**config.mk**
```make
export PLATFORM = sky130hd
export DESIGN_NAME = zbt_sram_core
export DESIGN_NICKNAME = d
export VERILOG_FILES = /design/src/rtl/zbt_pkg.sv /design/src/rtl/zbt_burst_seq.sv /design/src/rtl/zbt_late_write.sv /design/src/rtl/zbt_array.sv /design/src/rtl/zbt_read_path.sv /design/src/rtl/zbt_sram_core.sv
export SDC_FILE = /design/constraint.sdc
export NUM_CORES = 2
export LEC_CHECK = 0
export BUFFER_PORTS_ARGS = -buffer_cell sky130_fd_sc_hd__buf_2
export CAP_MARGIN = 20
export CORE_ASPECT_RATIO = 0.8
export CORE_UTILIZATION = 39
export DETAILED_ROUTE_END_ITERATION = 8
export HOLD_SLACK_MARGIN = 0.08
export SETUP_SLACK_MARGIN = 0.05
export SYNTH_ARGS = -nofsm -noshare
export SYNTH_HDL_FRONTEND = slang
export SYNTH_HIERARCHICAL = 1
export SYNTH_MEMORY_MAX_BITS = 65536
export SYNTH_SLANG_ARGS = --single-unit
```
**constraint.sdc**
```tcl
create_clock -name clk_i -period 4.97 [get_ports clk_i]
set_input_delay 0.7455 -clock clk_i [delete_from_list [all_inputs] [get_ports clk_i]]
set_output_delay 0.7455 -clock clk_i [all_outputs]
set_load 0.1 [all_outputs]
```
**src/rtl/zbt_pkg.sv**
```systemverilog
package zbt_pkg;
  localparam int unsigned LANE_W = 9;
  typedef enum logic [1:0] {
    OP_IDLE  = 2'd0,
    OP_READ  = 2'd1,
    OP_WRITE = 2'd2
  } op_e;
endpackage

```
**src/rtl/zbt_burst_seq.sv**
```systemverilog
module zbt_burst_seq
  import zbt_pkg::*;
#(
  parameter int unsigned ADDR_W = 8
) (
  input  logic              clk_i,
  input  logic              rst_ni,
  input  logic              sel_i,
  input  logic              sleep_i,
  input  logic              adv_i,
  input  logic              wr_i,
  input  logic              lin_order_i,
  input  logic [ADDR_W-1:0] addr_i,
  output op_e               cmd_op_o,
  output logic [ADDR_W-1:0] cmd_addr_o
);
  logic [ADDR_W-1:0] base_q;
  logic [1:0]        cnt_q;
  logic [1:0]        cnt_nxt;
  op_e               op_q;

  function automatic logic [1:0] beat_low(logic [1:0] b, logic [1:0] n, logic lin);
    return lin ? (b + n) : (b ^ n);
  endfunction

  assign cnt_nxt = cnt_q + 2'd1;

  always_comb begin
    cmd_op_o   = OP_IDLE;
    cmd_addr_o = addr_i;
    if (!sleep_i) begin
      if (adv_i) begin
        cmd_op_o   = op_q;
        cmd_addr_o = {base_q[ADDR_W-1:2], beat_low(base_q[1:0], cnt_nxt, lin_order_i)};
      end else if (sel_i) begin
        cmd_op_o = wr_i ? OP_WRITE : OP_READ;
      end
    end
  end

  always_ff @(posedge clk_i or negedge rst_ni) begin
    if (!rst_ni) begin
      op_q   <= OP_IDLE;
      base_q <= '0;
      cnt_q  <= '0;
    end else if (sleep_i) begin
      op_q <= OP_IDLE;
    end else if (adv_i) begin
      cnt_q <= cnt_nxt;
    end else begin
      op_q   <= sel_i ? (wr_i ? OP_WRITE : OP_READ) : OP_IDLE;
      base_q <= addr_i;
      cnt_q  <= '0;
    end
  end
endmodule

```
**src/rtl/zbt_late_write.sv**
```systemverilog
module zbt_late_write
  import zbt_pkg::*;
#(
  parameter int unsigned ADDR_W = 8,
  parameter int unsigned NBYTE  = 2
) (
  input  logic              clk_i,
  input  logic              rst_ni,
  input  logic              pipe_i,
  input  op_e               cmd_op_i,
  input  logic [ADDR_W-1:0] cmd_addr_i,
  input  logic [NBYTE-1:0]  cmd_be_i,
  output logic              commit_en_o,
  output logic [ADDR_W-1:0] commit_addr_o,
  output logic [NBYTE-1:0]  commit_be_o
);
  localparam int unsigned STAGES = 2;

  typedef struct packed {
    logic              v;
    logic [ADDR_W-1:0] a;
    logic [NBYTE-1:0]  be;
  } stg_t;

  stg_t stg_q [STAGES];
  stg_t head;
  stg_t sel;

  assign head = '{v: (cmd_op_i == OP_WRITE), a: cmd_addr_i, be: cmd_be_i};

  for (genvar i = 0; i < STAGES; i++) begin : g_stg
    if (i == 0) begin : g_head
      always_ff @(posedge clk_i or negedge rst_ni) begin
        if (!rst_ni) stg_q[i] <= '0;
        else         stg_q[i] <= head;
      end
    end else begin : g_tail
      always_ff @(posedge clk_i or negedge rst_ni) begin
        if (!rst_ni) stg_q[i] <= '0;
        else         stg_q[i] <= stg_q[i-1];
      end
    end
  end

  // registered mode retires from the last stage, direct mode from the first
  assign sel           = pipe_i ? stg_q[STAGES-1] : stg_q[0];
  assign commit_en_o   = sel.v;
  assign commit_addr_o = sel.a;
  assign commit_be_o   = sel.be;
endmodule

```
**src/rtl/zbt_array.sv**
```systemverilog
module zbt_array
  import zbt_pkg::*;
#(
  parameter int unsigned ADDR_W = 8,
  parameter int unsigned NBYTE  = 2
) (
  input  logic                      clk_i,
  input  logic                      we_i,
  input  logic [ADDR_W-1:0]         waddr_i,
  input  logic [NBYTE-1:0]          wbe_i,
  input  logic [NBYTE*LANE_W-1:0]   wdata_i,
  input  logic [ADDR_W-1:0]         raddr_i,
  output logic [NBYTE*LANE_W-1:0]   rdata_o
);
  localparam int unsigned DEPTH = 1 << ADDR_W;

  for (genvar l = 0; l < NBYTE; l++) begin : g_lane
    logic [LANE_W-1:0] mem [DEPTH];

    always_ff @(posedge clk_i) begin
      if (we_i && wbe_i[l]) mem[waddr_i] <= wdata_i[l*LANE_W +: LANE_W];
    end

    assign rdata_o[l*LANE_W +: LANE_W] = mem[raddr_i];
  end
endmodule

```
**src/rtl/zbt_read_path.sv**
```systemverilog
module zbt_read_path
  import zbt_pkg::*;
#(
  parameter int unsigned ADDR_W = 8,
  parameter int unsigned NBYTE  = 2
) (
  input  logic                    clk_i,
  input  logic                    rst_ni,
  input  logic                    pipe_i,
  input  logic                    rd_issue_i,
  input  logic [ADDR_W-1:0]       cmd_addr_i,
  output logic [ADDR_W-1:0]       rd_addr_o,
  input  logic [NBYTE*LANE_W-1:0] arr_rdata_i,
  input  logic                    byp_en_i,
  input  logic [ADDR_W-1:0]       byp_addr_i,
  input  logic [NBYTE-1:0]        byp_be_i,
  input  logic [NBYTE*LANE_W-1:0] wdata_i,
  input  logic                    oe_ni,
  input  logic                    sleep_i,
  output logic [NBYTE*LANE_W-1:0] rdata_o,
  output logic                    rdata_oe_o
);
  localparam int unsigned DW = NBYTE * LANE_W;

  logic              rd_v_q, out_v_q;
  logic [ADDR_W-1:0] rd_addr_q;
  logic [DW-1:0]     out_q, merged, data;
  logic              hit, active;

  // data landing at the capture edge belongs to an older write
  assign hit = pipe_i && byp_en_i && (byp_addr_i == rd_addr_q);

  for (genvar l = 0; l < NBYTE; l++) begin : g_merge
    assign merged[l*LANE_W +: LANE_W] = (hit && byp_be_i[l]) ? wdata_i[l*LANE_W +: LANE_W]
                                                              : arr_rdata_i[l*LANE_W +: LANE_W];
  end

  always_ff @(posedge clk_i or negedge rst_ni) begin
    if (!rst_ni) begin
      rd_v_q    <= 1'b0;
      rd_addr_q <= '0;
      out_v_q   <= 1'b0;
      out_q     <= '0;
    end else begin
      rd_v_q  <= rd_issue_i;
      out_v_q <= pipe_i && rd_v_q;
      if (rd_issue_i)         rd_addr_q <= cmd_addr_i;
      if (pipe_i && rd_v_q)   out_q     <= merged;
    end
  end

  assign rd_addr_o  = rd_addr_q;
  assign active     = pipe_i ? out_v_q : rd_v_q;
  assign data       = pipe_i ? out_q : arr_rdata_i;
  assign rdata_oe_o = active && !oe_ni && !sleep_i;
  assign rdata_o    = rdata_oe_o ? data : '0;
endmodule

```
**src/rtl/zbt_sram_core.sv**
```systemverilog
module zbt_sram_core
  import zbt_pkg::*;
#(
  parameter int unsigned ADDR_W = 8,
  parameter int unsigned NBYTE  = 2
) (
  input  logic                    clk_i,
  input  logic                    rst_ni,
  input  logic                    pipe_mode_i,
  input  logic                    lin_order_i,
  input  logic                    ce_a_ni,
  input  logic                    ce_b_i,
  input  logic                    ce_c_ni,
  input  logic                    adv_i,
  input  logic                    wr_i,
  input  logic [ADDR_W-1:0]       addr_i,
  input  logic [NBYTE-1:0]        byte_en_i,
  input  logic [NBYTE*LANE_W-1:0] wdata_i,
  input  logic                    oe_ni,
  input  logic                    sleep_i,
  output logic [NBYTE*LANE_W-1:0] rdata_o,
  output logic                    rdata_oe_o
);
  localparam int unsigned DW = NBYTE * LANE_W;

  logic              sel;
  op_e               cmd_op;
  logic [ADDR_W-1:0] cmd_addr;
  logic              rd_issue;
  logic              commit_en;
  logic [ADDR_W-1:0] commit_addr;
  logic [NBYTE-1:0]  commit_be;
  logic [ADDR_W-1:0] rd_addr;
  logic [DW-1:0]     arr_rdata;

  assign sel      = !ce_a_ni && ce_b_i && !ce_c_ni;
  assign rd_issue = (cmd_op == OP_READ);

  zbt_burst_seq #(.ADDR_W(ADDR_W)) u_seq (
    .clk_i       (clk_i),
    .rst_ni      (rst_ni),
    .sel_i       (sel),
    .sleep_i     (sleep_i),
    .adv_i       (adv_i),
    .wr_i        (wr_i),
    .lin_order_i (lin_order_i),
    .addr_i      (addr_i),
    .cmd_op_o    (cmd_op),
    .cmd_addr_o  (cmd_addr)
  );

  zbt_late_write #(.ADDR_W(ADDR_W), .NBYTE(NBYTE)) u_lw (
    .clk_i         (clk_i),
    .rst_ni        (rst_ni),
    .pipe_i        (pipe_mode_i),
    .cmd_op_i      (cmd_op),
    .cmd_addr_i    (cmd_addr),
    .cmd_be_i      (byte_en_i),
    .commit_en_o   (commit_en),
    .commit_addr_o (commit_addr),
    .commit_be_o   (commit_be)
  );

  zbt_array #(.ADDR_W(ADDR_W), .NBYTE(NBYTE)) u_arr (
    .clk_i   (clk_i),
    .we_i    (commit_en),
    .waddr_i (commit_addr),
    .wbe_i   (commit_be),
    .wdata_i (wdata_i),
    .raddr_i (rd_addr),
    .rdata_o (arr_rdata)
  );

  zbt_read_path #(.ADDR_W(ADDR_W), .NBYTE(NBYTE)) u_rd (
    .clk_i       (clk_i),
    .rst_ni      (rst_ni),
    .pipe_i      (pipe_mode_i),
    .rd_issue_i  (rd_issue),
    .cmd_addr_i  (cmd_addr),
    .rd_addr_o   (rd_addr),
    .arr_rdata_i (arr_rdata),
    .byp_en_i    (commit_en),
    .byp_addr_i  (commit_addr),
    .byp_be_i    (commit_be),
    .wdata_i     (wdata_i),
    .oe_ni       (oe_ni),
    .sleep_i     (sleep_i),
    .rdata_o     (rdata_o),
    .rdata_oe_o  (rdata_oe_o)
  );
endmodule

```
==> flow_metrics.tcl <==
set metrics [dict create \
    netlist_top_cells_area "edfxtp_1 76%, mux4_2 11%, mux2i_1 3.7%" \
    worst_clock_skew_ns 0.0606 \
    grt_usage 0.212 \
    synth_most_common_cell "edfxtp_1" \
    timing.final.crit_share 1.11 \
    synth_seq_cells 4670 \
    ys_top_cells_by_count "4608 x edfxtp_1, 896 x mux4_2, 673 x mux2i_1" \
    dpl.hpwl_um 316000 \
    gr-total-overflow 0 \
    reg2reg_depth 14 \
    io_pins 58 \
    synthAdderAreaFrac 0.0000685 \
    clkSinkCount 4670 \
    core_um2 466000 \
    max-vdd-ir-drop_v 0.000346 \
    firstDrtPassIters 8 \
    yosysTopAreaCell "edfxtp_1" \
    holdPathStages 2 \
    cp-end-kind "output port" \
    criticalPathCategory "reg2out" \
    area_growth_pct 16.7 \
    gp_congestion 0.853 \
    synthFlopType "edfxtp_1" \
    switching_share 0.285 \
    layout.nets 9667 \
    drive_gt1_frac 0.279 \
    critPathRequiredTime_ns 4.22 \
    numCtsBuffers 449 \
    power.leakage_uw 0.0667 \
    clock_path_buffers 4 \
    report.power.total_uw 100000 \
    yosys.area_share.xor_xnor 0.000507 \
    via_count 96092 \
    syn_area_um2 183000 \
    hold_class "in2reg" \
    p_switching_uw 28600 \
    syn_nets 8848 \
    synth_edf_count 4608 \
    port_buffers 57 \
    cp.arrival_ns 4.79 \
    cts.clk_slew.worst_paths_ns 0.06 \
    finalHoldViolCount 0 \
    fmax_mhz 181 \
    syn_inst 8808 \
    dieArea_um2 471000 \
    async_flop_share 0.0133 \
    r2r_slack_ns 1.21 \
    synth_mux_area_frac 0.154 \
    p_seq_frac 0.433 \
    dp_slack_ns -0.351 \
    ys_seq_area_frac 0.766 \
    status "finished with violations" \
    cts_tree "built" \
    maxSlewHeadroom 0.219 \
    cp_num_buf_inv 6 \
    fp-row-count 224 \
    grt_max_degree 141 \
    cp_common_cell "buf_12" \
    violations "negative setup slack" \
    insertion_delay_ns 1.04 \
    synthSimpleGateAreaFrac 0.0248 \
    wl_per_cell_um 31.7 \
    period_needed_ns 5.53 \
    synth_compound_area_frac 0.0355 \
    clockPowerShare 0.332 \
    start_util 0.392 \
    die_x_um 767 \
    vias_per_cell 5.92 \
    htreeDepth 5 \
    cp_top_family "simple AND/OR/NAND/NOR gates" \
    antenna_found_initial 24 \
    setup_violations 18 \
    chipHeight_um 614 \
    power_density_nw_per_um2 471 \
    root_buffer "clkbuf_16" \
    slowest_delay_ns 0.54 \
    drtAntennaViolNets 0 \
    routed_wl_um 515000 \
    first_iter_violations 13340 \
    critPathMaxFanout 9 \
    yosysTopAreaCellShare 0.757 \
    synth.yosys.warnings 6 \
    drv_slew 0 \
    startpoint_type "flip-flop" \
    n_fill_cell 38554 \
    crit_chain "buf_12, buf_16, buf_16, buf_12, mux2i_1, o221ai_2, o22ai_2, a32oi_4, nand4_1, nor4_4, mux2i_1, buf_4, nor2_4, buf_12" \
    grt_pass1_wl_um 722000 \
    route.detailed.drc 0 \
    synth_top_family_by_area "multiplexers" \
    grt_pass1_vias 93928 \
    path_depth 14 \
    pwr-share-comb 0.235 \
    rsz0062_at_grt "yes" \
    fin_ws_ns -0.561 \
    cap_violations 0 \
    utilization 0.458 \
    worstMarginPinSlew_ns 1.17 \
    crit_slowest_cell "dfrtp_4" \
    syn_area_per_cell_um2 20.7 \
    synth.distinct_cells 78 \
    p_int_uw 71800 \
]
-- power by group through the flow --
stage          Clock (uW)  Combinational (uW)  Sequential, uW
2_1_floorplan           0               12800           44200
3_3_place_gp            0               20600           44300
3_5_place_dp            0               20700           44300
4_1_cts             33800               22700           43500
5_1_grt             35200               24300           43500
6_report            33300               23600           43500
-- worst reg2reg max path, cell delays in order (launching register included) --
cell and delay (ns):
dfrtp_4 0.54, buf_12 0.19, buf_16 0.18, buf_16 0.26, buf_12 0.15, mux2i_1 0.12
o221ai_2 0.30, o22ai_2 0.18, a32oi_1 0.23, nand4_1 0.47, nor4_2 0.43, buf_4 0.18
buf_4 0.10, o41ai_2 0.07, a31oi_1 0.28
-- cells in the final DEF (no fill, tap or decap), types with 42 or more instances in the layout --
cell	instances
dfrtp_1	56
o221ai_2	56
buf_4	658
clkinv_1	115
edfxtp_1	4608
clkinv_2	76
nand3_1	66
mux2i_1	664
mux4_2	897
clkbuf_16	462
nor3_1	94
o22ai_1	137
a21oi_1	130
nand2_1	103
buf_16	42
mux2_2	66
o221ai_1	260
nor2_1	564
clkbuf_1	106
buf_12	114
buf_6	45
-- state kept, by name, summed over array words and instances (netlist names) --
signal,count
u_rd/out_v_q,1
u_seq/cnt_q,2
u_rd/rd_v_q,1
u_rd/out_q,18
u_arr/g_lane.mem,4608
u_seq/base_q,8
u_lw/stg_q,22
u_rd/rd_addr_o,8
u_seq/op_q,2
-- timing repair --
action | CTS | global route
resized for setup | 291 | 140
hold buffers | 12 | 0
buffers inserted | 38 | 43
pin swaps | 29 | 58
hold endpoints to repair | 49 | 0
endpoints found under the setup margin | 18 | 18
gates cloned | 24 | 10
-- through the flow --
step / instance area, um2 / setup TNS [ns] / hold WS [ns] / std cells
floorplan: 183000 / 0 / 0.350 / 8808
global placement: 195000 / -1.62 / 0.362 / 15264
detailed placement: 195000 / -1.29 / 0.368 / 15266
CTS: 212000 / -10.92 / 0.117 / 16162
global route: 213000 / -10.53 / 0.119 / 16216
finish: 213000 / -9.16 / 0.174 / 16226
-- metal layers --
metal,GRT usage,part of all wire
met1,0.314,0.41
met2,0.322,0.45
met3,0.0407,0.10
met4,0.0576,0.029
met5,0,0.000045
-- final cells by class --
class | count | area (um2) | area share
flip-flops and latches | 4670 | 140000 | 0.656
multi-input cells | 3564 | 41300 | 0.194
clock buffers | 558 | 11700 | 0.0549
repair buffers | 933 | 9990 | 0.0469
well taps | 6215 | 7780 | 0.0365
clock inverters | 264 | 2410 | 0.0113
inverters | 9 | 56.3 | 0.000264
diodes | 13 | 32.5 | 0.000153
-- final timing paths --
check | from | end
max in group asynchronous | rst_ni | u_rd/rd_addr_o[4]
min in group asynchronous | rst_ni | u_lw/stg_q[11]
min | addr_i[6] | u_seq/base_q[6]
max reg2reg | u_rd/rd_addr_o[0] | u_rd/out_q[0]
max | u_rd/rd_addr_o[0] | rdata_o[2]
min reg2reg | u_lw/stg_q[21] | u_lw/stg_q[10]
-- logic make-up after synthesis --
group	count (synthesis)
flip-flops	4670
multiplexers	1661
AND/OR/NAND/NOR	1028
AO/OA/AOI/OAI	865
buffers and inverters	574
XOR/XNOR	9
adder cells (fa/ha/maj)	1
No activity file was read; power rests on OpenSTA's default activity.
